<file path="config.mk">
export PLATFORM = sky130hd
export DESIGN_NAME = rate_strobe_gen
export DESIGN_NICKNAME = d
export VERILOG_FILES = /design/src/rtl/rate_strobe_pkg.sv /design/src/rtl/phase_counter.sv /design/src/rtl/phase_flag.sv /design/src/rtl/rate_strobe_gen.sv
export SDC_FILE = /design/constraint.sdc
export NUM_CORES = 1
export LEC_CHECK = 0
export BUFFER_PORTS_ARGS = -buffer_cell sky130_fd_sc_hd__buf_2
export CAP_MARGIN = 40
export CORE_UTILIZATION = 45
export DETAILED_ROUTE_END_ITERATION = 10
export SKIP_CTS_REPAIR_TIMING = 1
export SLEW_MARGIN = 30
export SYNTH_ARGS = -nofsm -noshare
export SYNTH_HDL_FRONTEND = slang
export SYNTH_SLANG_ARGS = --single-unit
</file>
<file path="constraint.sdc">
create_clock -name clk -period 4.8 [get_ports clk]
set_input_delay 0.48 -clock clk [delete_from_list [all_inputs] [get_ports clk]]
set_output_delay 0.48 -clock clk [all_outputs]
set_load 0.005 [all_outputs]
</file>
<file path="src/rtl/rate_strobe_pkg.sv">
package rate_strobe_pkg;
  // Width of a counter that holds values 0..n-1 (never less than 1 bit).
  function automatic int cnt_width(input int n);
    return (n > 1) ? $clog2(n) : 1;
  endfunction
endpackage

</file>
<file path="src/rtl/phase_counter.sv">
module phase_counter #(
  parameter int MOD = 50,
  localparam int W = rate_strobe_pkg::cnt_width(MOD)
) (
  input  logic         clk,
  input  logic         rst,
  input  logic         adv,
  output logic [W-1:0] cnt_d
);
  logic [W-1:0] cnt_q;

  always_comb begin
    if (!adv)                      cnt_d = cnt_q;
    else if (cnt_q == W'(MOD - 1)) cnt_d = '0;
    else                           cnt_d = cnt_q + 1'b1;
  end

  always_ff @(posedge clk) begin
    if (rst) cnt_q <= '0;
    else     cnt_q <= cnt_d;
  end
endmodule

</file>
<file path="src/rtl/phase_flag.sv">
module phase_flag #(
  parameter int AW    = 6,
  parameter int EW    = 2,
  parameter int A_TGT = 0,
  parameter int E_TGT = 0
) (
  input  logic          clk,
  input  logic          rst,
  input  logic [AW-1:0] a_next,
  input  logic [EW-1:0] e_next,
  output logic          flag_q
);
  // Registered decode of the next phase: high while the phase equals the target.
  always_ff @(posedge clk) begin
    if (rst) flag_q <= (A_TGT == 0) && (E_TGT == 0);
    else     flag_q <= (a_next == AW'(A_TGT)) && (e_next == EW'(E_TGT));
  end
endmodule

</file>
<file path="src/rtl/rate_strobe_gen.sv">
module rate_strobe_gen #(
  parameter int DIV_A = 50,
  parameter int DIV_B = 200
) (
  input  logic clk,
  input  logic rst,
  input  logic ce_in,
  output logic ce_full,
  output logic en_mid_last,
  output logic en_slow_last,
  output logic en_slow_ph1
);
  localparam int EPOCHS = DIV_B / DIV_A;
  localparam int AW     = rate_strobe_pkg::cnt_width(DIV_A);
  localparam int EW     = rate_strobe_pkg::cnt_width(EPOCHS);

  // Parameter legality: phase 1 needs DIV_A >= 2, and alignment needs an integer ratio.
  generate
    if (DIV_A < 2) begin : g_bad_a
      $error("rate_strobe_gen: DIV_A must be at least 2");
    end
    if ((DIV_B < DIV_A) || (DIV_B % DIV_A != 0)) begin : g_bad_b
      $error("rate_strobe_gen: DIV_B must be a whole multiple of DIV_A");
    end
  endgenerate

  logic [AW-1:0] a_d;
  logic [EW-1:0] e_d;
  logic          a_wrap;
  logic          f_mid_last, f_slow_last, f_slow_ph1;

  phase_counter #(.MOD(DIV_A)) u_pre (
    .clk(clk), .rst(rst), .adv(ce_in), .cnt_d(a_d)
  );

  // The prescale counter wraps when it advances and its next value is 0.
  assign a_wrap = ce_in && (a_d == '0);

  generate
    if (EPOCHS > 1) begin : g_epoch
      phase_counter #(.MOD(EPOCHS)) u_epoch (
        .clk(clk), .rst(rst), .adv(a_wrap), .cnt_d(e_d)
      );
    end else begin : g_no_epoch
      assign e_d = '0;
    end
  endgenerate

  phase_flag #(.AW(AW), .EW(EW), .A_TGT(DIV_A - 1), .E_TGT(0)) u_f_mid (
    .clk(clk), .rst(rst), .a_next(a_d), .e_next('0), .flag_q(f_mid_last)
  );
  phase_flag #(.AW(AW), .EW(EW), .A_TGT(DIV_A - 1), .E_TGT(EPOCHS - 1)) u_f_slast (
    .clk(clk), .rst(rst), .a_next(a_d), .e_next(e_d), .flag_q(f_slow_last)
  );
  phase_flag #(.AW(AW), .EW(EW), .A_TGT(1), .E_TGT(0)) u_f_sph1 (
    .clk(clk), .rst(rst), .a_next(a_d), .e_next(e_d), .flag_q(f_slow_ph1)
  );

  assign ce_full      = ce_in;
  assign en_mid_last  = ce_in & f_mid_last;
  assign en_slow_last = ce_in & f_slow_last;
  assign en_slow_ph1  = ce_in & f_slow_ph1;
endmodule

</file>
# Word-level counts from Yosys, hierarchy flattened
# Index checks and enable logic that the tools add are counted.
[totals]
reg_bits = 11
out_inout_bits = 4
word_cells = 24
[classes]
add_sub_neg = 2
eq_ne = 5
n_mux = 4
bitwise_logic = 3
reduce_logical = 5
[ops]
columns = ["op", "n"]
rows = [
  ["6-bit == test, second input constant", 2],
  ["6-bit two-way mux", 2],
  ["6-bit by 1-bit adder with 6-bit output, second input constant", 1],
  ["6-bit by 1-bit == test with 1-bit output, second input constant", 1],
  ["6-bit logical NOT", 1],
  ["2-bit == test, second input constant", 2],
  ["2-bit two-way mux", 2],
  ["1-bit AND", 3],
  ["1-bit logical AND", 3],
  ["2-bit by 1-bit adder with 2-bit output, second input constant", 1],
  ["2-bit logical NOT", 1],
]

# Logic depth before layout (Yosys ltp)
[depth]
word_depth = 8
depth_mapped = 7
mapped_depth_nobuf = 7

# Hierarchy
# A second synthesis with hierarchy kept.
[unflattened]
hier_cells = 71
hier_area_um2 = 663.1
[by_module_without_submodules]
columns = ["module", "instances", "cells_each", "area_per_inst_um2", "seq_area_each_um2"]
rows = [
  ["phase_counter at u_pre", 1, 42, 371.6, 120.1],
  ["phase_counter at g_epoch.u_epoch", 1, 9, 97.6, 40.0],
  ["rate_strobe_gen", 1, 7, 52.6, 0.0],
  ["phase_flag at u_f_mid", 1, 4, 50.0, 20.0],
  ["phase_flag at u_f_slast", 1, 4, 48.8, 20.0],
  ["phase_flag at u_f_sph1", 1, 5, 42.5, 20.0],
]

# Worst setup path before layout
# OpenSTA, ideal clock, no wires.
[synth_path]
kind = "input-to-reg"
from = "input ce_in"
to = "register u_f_sph1.flag_q"
t_arrival_ns = 1.673
required_ns = 4.684
setup_slack_ns = 3.012
cell_stages = 6
n_path_buf = 1
cell_sequence = "buf_2 > and4_4 > o32a_1 > a32oi_1 > nand3_1 > and3b_1"
[synth_via]
elab_chain_cells = 6
elab_cells_between_ends = 7
classes_between = "eq/ne: 1; mux: 2; reduce/logical: 4"
[synth_rtl]
columns = ["item", "line", "source"]
rows = [
  ["start, declared", "rate_strobe_gen.sv:7", "input logic ce_in,"],
  ["6-bit two-way mux", "phase_counter.sv:13", "if (!adv) cnt_d = cnt_q;"],
  ["6-bit logical NOT", "rate_strobe_gen.sv:37", "assign a_wrap = ce_in && (a_d == '0);"],
  ["1-bit logical AND", "rate_strobe_gen.sv:37", ""],
  ["2-bit two-way mux", "phase_counter.sv:13", ""],
  ["2-bit logical NOT", "phase_flag.sv:16", "else flag_q <= (a_next == AW'(A_TGT)) && (e_next == EW'(E_TGT));"],
  ["1-bit logical AND *", "phase_flag.sv:16", ""],
  ["end signal, assigned", "phase_flag.sv:15", "if (rst) flag_q <= (A_TGT == 0) && (E_TGT == 0);"],
  ["end signal, assigned", "phase_flag.sv:16", ""],
  ["end, declared", "phase_flag.sv:11", "output logic flag_q"],
]
# Every way passes the cells marked *; elsewhere a longest branch is shown, timed or not.
# A chain may end at the register's enable or synchronous reset.

# Worst setup path after layout
[layout_path]
from = "register u_pre.cnt_q[0]"
to = "register u_f_sph1.flag_q"
[layout_via]
elab_chain_cells = 8
elab_cells_between_ends = 10
classes_between = "add/sub: 1; eq/ne: 2; mux: 3; reduce/logical: 4"
[layout_rtl]
columns = ["item", "line", "source"]
rows = [
  ["start, declared", "phase_counter.sv:10", "logic [W-1:0] cnt_q;"],
  ["start signal, assigned", "phase_counter.sv:20", "else cnt_q <= cnt_d;"],
  ["6-bit by 1-bit adder with 6-bit output or 6-bit == test (tied branches)", "phase_counter.sv:15, phase_counter.sv:14", ""],
  ["6-bit two-way mux", "phase_counter.sv:14", "else if (cnt_q == W'(MOD - 1)) cnt_d = '0;"],
  ["6-bit two-way mux *", "phase_counter.sv:13", ""],
  ["6-bit logical NOT", "rate_strobe_gen.sv:37", ""],
  ["1-bit logical AND", "rate_strobe_gen.sv:37", ""],
  ["2-bit two-way mux", "phase_counter.sv:13", ""],
  ["2-bit logical NOT", "phase_flag.sv:16", ""],
  ["1-bit logical AND *", "phase_flag.sv:16", ""],
]
# Marked as above.

==> metrics.csv <==
stage;metric;value;unit
pwr;leak pwr;0.0003145;µW
drt;Initial DRC Count;16;
synth;sequential area share after synthesis;28.85;%
sta;worst hold margin;0.4960;ns
placed_design;placed cell count;104;
pwr;Worst IR Drop VDD;0.0001429;V
pwr;register share of total power;51.7;%
sta;Period Utilization, post-route;44.77;%
critical_path;setup slack, reg-to-reg;2.65;ns
sta;max-slew violation count;0;
critical_path;Worst Path Max Fanout;11;
synth;Post-Syn Area;763.2;µm²
synth;gate count of the mapped netlist;90;
global_routing;initial antenna violation count;0;
critical_path;crit start category;register;
global_routing;GRT Util Overall;20.56;%
critical_path;CP max stage delay;0.51;ns
global_routing;gr ovfl total;0;
drt;via/cell ratio;6.148;
sta;Fin Setup TNS;0;ns
sta;Max Freq;465.3;MHz
sta;Least-Margin Pin Slew;0.4501;ns
critical_path;required time of the critical path;5.02;ns
final_layout;final cell count without fillers;108;
critical_path;R2R cell count;6;
global_routing;global-route wire length before repair;2.725;mm
sta;final setup vio count;0;
critical_path;CP max-delay cell;dfxtp_1;
pwr;PnR Total Power;190.7;µW
final_layout;number of fill cells;167;
sta;Period minus WS final;2.149;ns
floorplan;Core Rows;14;
final_layout;layout cells sized above 1;15.22;%
floorplan;num ports;7;
floorplan;Die W;43.19;µm
pwr;Clk pwr share;35.6;%
final_layout;P&R area growth vs syn;3.607;%
pwr;Logic pwr share;12.7;%
clocking;clk root buf;clkbuf_4;
floorplan;initial core utilization;49.51;%
clocking;maximum clock path buffer count;2;
floorplan;Die Area;0.001865;mm²
clocking;H-tree depth;1;
critical_path;Arrival @ worst endpoint;2.37;ns
critical_path;Crit path max-delay family;compound AO/OA/AOI/OAI gates;
drt;residual DRC count;0;
hold_path;worst hold path type;in -> reg;
placed_design;DP HPWL;1.084;mm
global_routing;largest net degree at the start of global routing;21;
drt;First-pass DRT Iterations;4;
floorplan;core area;0.001541;mm²
pwr;switching fraction of total power;28.19;%
synth;syn nets;96;
critical_path;worst flop-to-flop path endpoint;u_f_sph1.flag_q;
placed_design;GPL Wtd Cong;0.8327;
synth;FF+latch count, synth;11;
clocking;Clk pin slew, worst setup/hold paths;0.08;ns
critical_path;CP Capture Type;register;
clocking;Inserted Clock Buffers;3;
critical_path;Critical Path Source;u_pre.cnt_q[0];
sta;final hold violation count;0;
pwr;sw power;53.75;µW
final_layout;Layout Nets;99;
status;status;finished clean;
critical_path;crit path buf inv count;0;
drt;antenna-violating nets left;0;
drt;DR WL/cell;14.45;µm
critical_path;crit path cell chain;ha_1 > nand4b_4 > a311o_1 > a221oi_2 > o2111ai_1 > and3b_1;
clocking;CTS Sinks;11;
critical_path;r2r startpoint;u_pre.cnt_q[0];
sta;Slew headroom;69.88;%
sta;RSZ-0062 raised after global routing;no;
drt;Post-Route WL;1.561;mm
critical_path;CP Depth;6;
synth;Mean Syn Cell Area;8.480;µm²
sta;skew final;0.009423;ns
floorplan;Die Y;43.19;µm
critical_path;Crit Path Class;reg -> reg;
pwr;Pwr per Cell Area;241.1;mW/mm²
pwr;P_int;136.9;µW
synth;post-synth cell types;38;
drt;via count;664;
global_routing;vias in the first global route;562;
final_layout;Core Util, Final;51.30;%
flow_run;max_cap viols;0;
clocking;CTS tree;built;
placed_design;PortBufs;6;
critical_path;Setup crit end;u_f_sph1.flag_q;
synth;Ys Warns;0;
final_layout;# diodes;0;
clocking;Clock Latency Late Sink;0.29;ns
==> cell families after synthesis <==
group | count (synthesis) | share of synthesized area, %
AO/OA/AOI/OAI | 25 | 24.75
XOR/XNOR | 3 | 3.443
adder cells (fa/ha/maj) | 3 | 4.919
buffers and inverters | 11 | 7.868
flip-flops | 11 | 28.85
multiplexers | 2 | 2.623
AND/OR/NAND/NOR | 35 | 27.54
==> sequential cells by signal, summed over array words and instances (netlist names) <==
register and count:
u_f_sph1.flag_q 1, u_f_slast.flag_q 1, u_pre.cnt_q 6, u_f_mid.flag_q 1, g_epoch.u_epoch.cnt_q 2
==> routing by layer <==
layer | global-route usage (%) | routed length, µm | vias to the layer above
met5 | 0 | 0 | -
met4 | 13.94 | 46 | 0
met3 | 7.660 | 91 | 5
met2 | 27.46 | 669 | 17
met1 | 26.80 | 753 | 301
li1 | - | - | 341
==> cell usage in the layout (no fill, tap or decap), types with 2 or more instances in the layout <==
master     count
buf_2          6
a21oi_1        5
nand3_1        5
ha_1           3
o21a_1         2
nand2_1        4
xor2_1         2
nand4_1        2
a211oi_1       2
clkbuf_4       3
o2111ai_1      3
inv_1          3
and2_1         5
o21ai_0        4
o211ai_1       2
nor2_1         9
mux2i_1        2
dfxtp_1       11
==> how the worst min path moves through the flow <==
stage                              from                        to  slack (ns)  cells after the start
4_1_cts                             rst            u_pre.cnt_q[4]        0.49                      2
3_5_place_dp   g_epoch.u_epoch.cnt_q[1]  g_epoch.u_epoch.cnt_q[1]        0.51                      2
6_report                            rst            u_pre.cnt_q[0]        0.50                      2
2_1_floorplan  g_epoch.u_epoch.cnt_q[1]  g_epoch.u_epoch.cnt_q[1]        0.48                      2
5_1_grt                             rst            u_pre.cnt_q[0]        0.49                      2
3_3_place_gp   g_epoch.u_epoch.cnt_q[1]  g_epoch.u_epoch.cnt_q[1]        0.50                      2
==> final cells by class <==
class                           count  area, µm²  share of cell area (%)
Tap cell                           16      20.02                   2.532
Timing Repair Buffer                6      30.03                   3.797
Inverter                            3      11.26                   1.424
Clock buffer                        4      26.28                   3.323
Sequential cell                    11      220.2                   27.85
Multi-Input combinational cell     68      483.0                   61.08
==> cells in the mapped netlist, drive strengths merged <==
cell type | instances | area share [%]
a211oi | 2 | 2.0
a21boi | 2 | 2.5
a21oi | 5 | 3.3
a221oi | 1 | 2.0
a311o | 1 | 1.3
a32o | 1 | 1.3
a32oi | 1 | 1.1
and2 | 5 | 4.1
and3 | 1 | 0.98
and3b | 1 | 1.1
and4 | 1 | 1.5
buf | 8 | 6.4
dfxtp | 11 | 29
ha | 3 | 4.9
inv | 3 | 1.5
mux2i | 2 | 2.6
nand2 | 4 | 2.0
nand2b | 1 | 0.82
nand3 | 5 | 3.3
nand4 | 2 | 1.6
nand4b | 2 | 4.3
nor2 | 9 | 4.4
nor3 | 1 | 0.66
nor3b | 1 | 0.98
o2111ai | 3 | 3.4
o211ai | 2 | 2.0
o21a | 2 | 2.0
o21ai | 4 | 2.6
o32a | 1 | 1.3
or3 | 1 | 0.82
or4 | 1 | 0.98
xnor2 | 1 | 1.1
xor2 | 2 | 2.3
==> per-stage QoR <==
stage / worst slack (ns) / instance area (µm²)
3_3_place_gp: 2.727 / 764.5
6_report: 2.651 / 790.8
2_1_floorplan: 3.012 / 763.2
3_5_place_dp: 2.693 / 764.5
5_1_grt: 2.530 / 790.8
4_1_cts: 2.676 / 790.8
==> power by group through the flow <==
stage / registers, µW / clock network, µW / logic (µW)
after floorplan: 98.4 / 0 / 21.7
after global placement: 100 / 0 / 23.9
after detailed placement: 101 / 0 / 24.0
after CTS: 98.5 / 71.4 / 24.0
after global routing: 99.2 / 76.7 / 27.1
final: 98.6 / 67.9 / 24.2
Note: power is estimated with default switching activity, not from simulation.
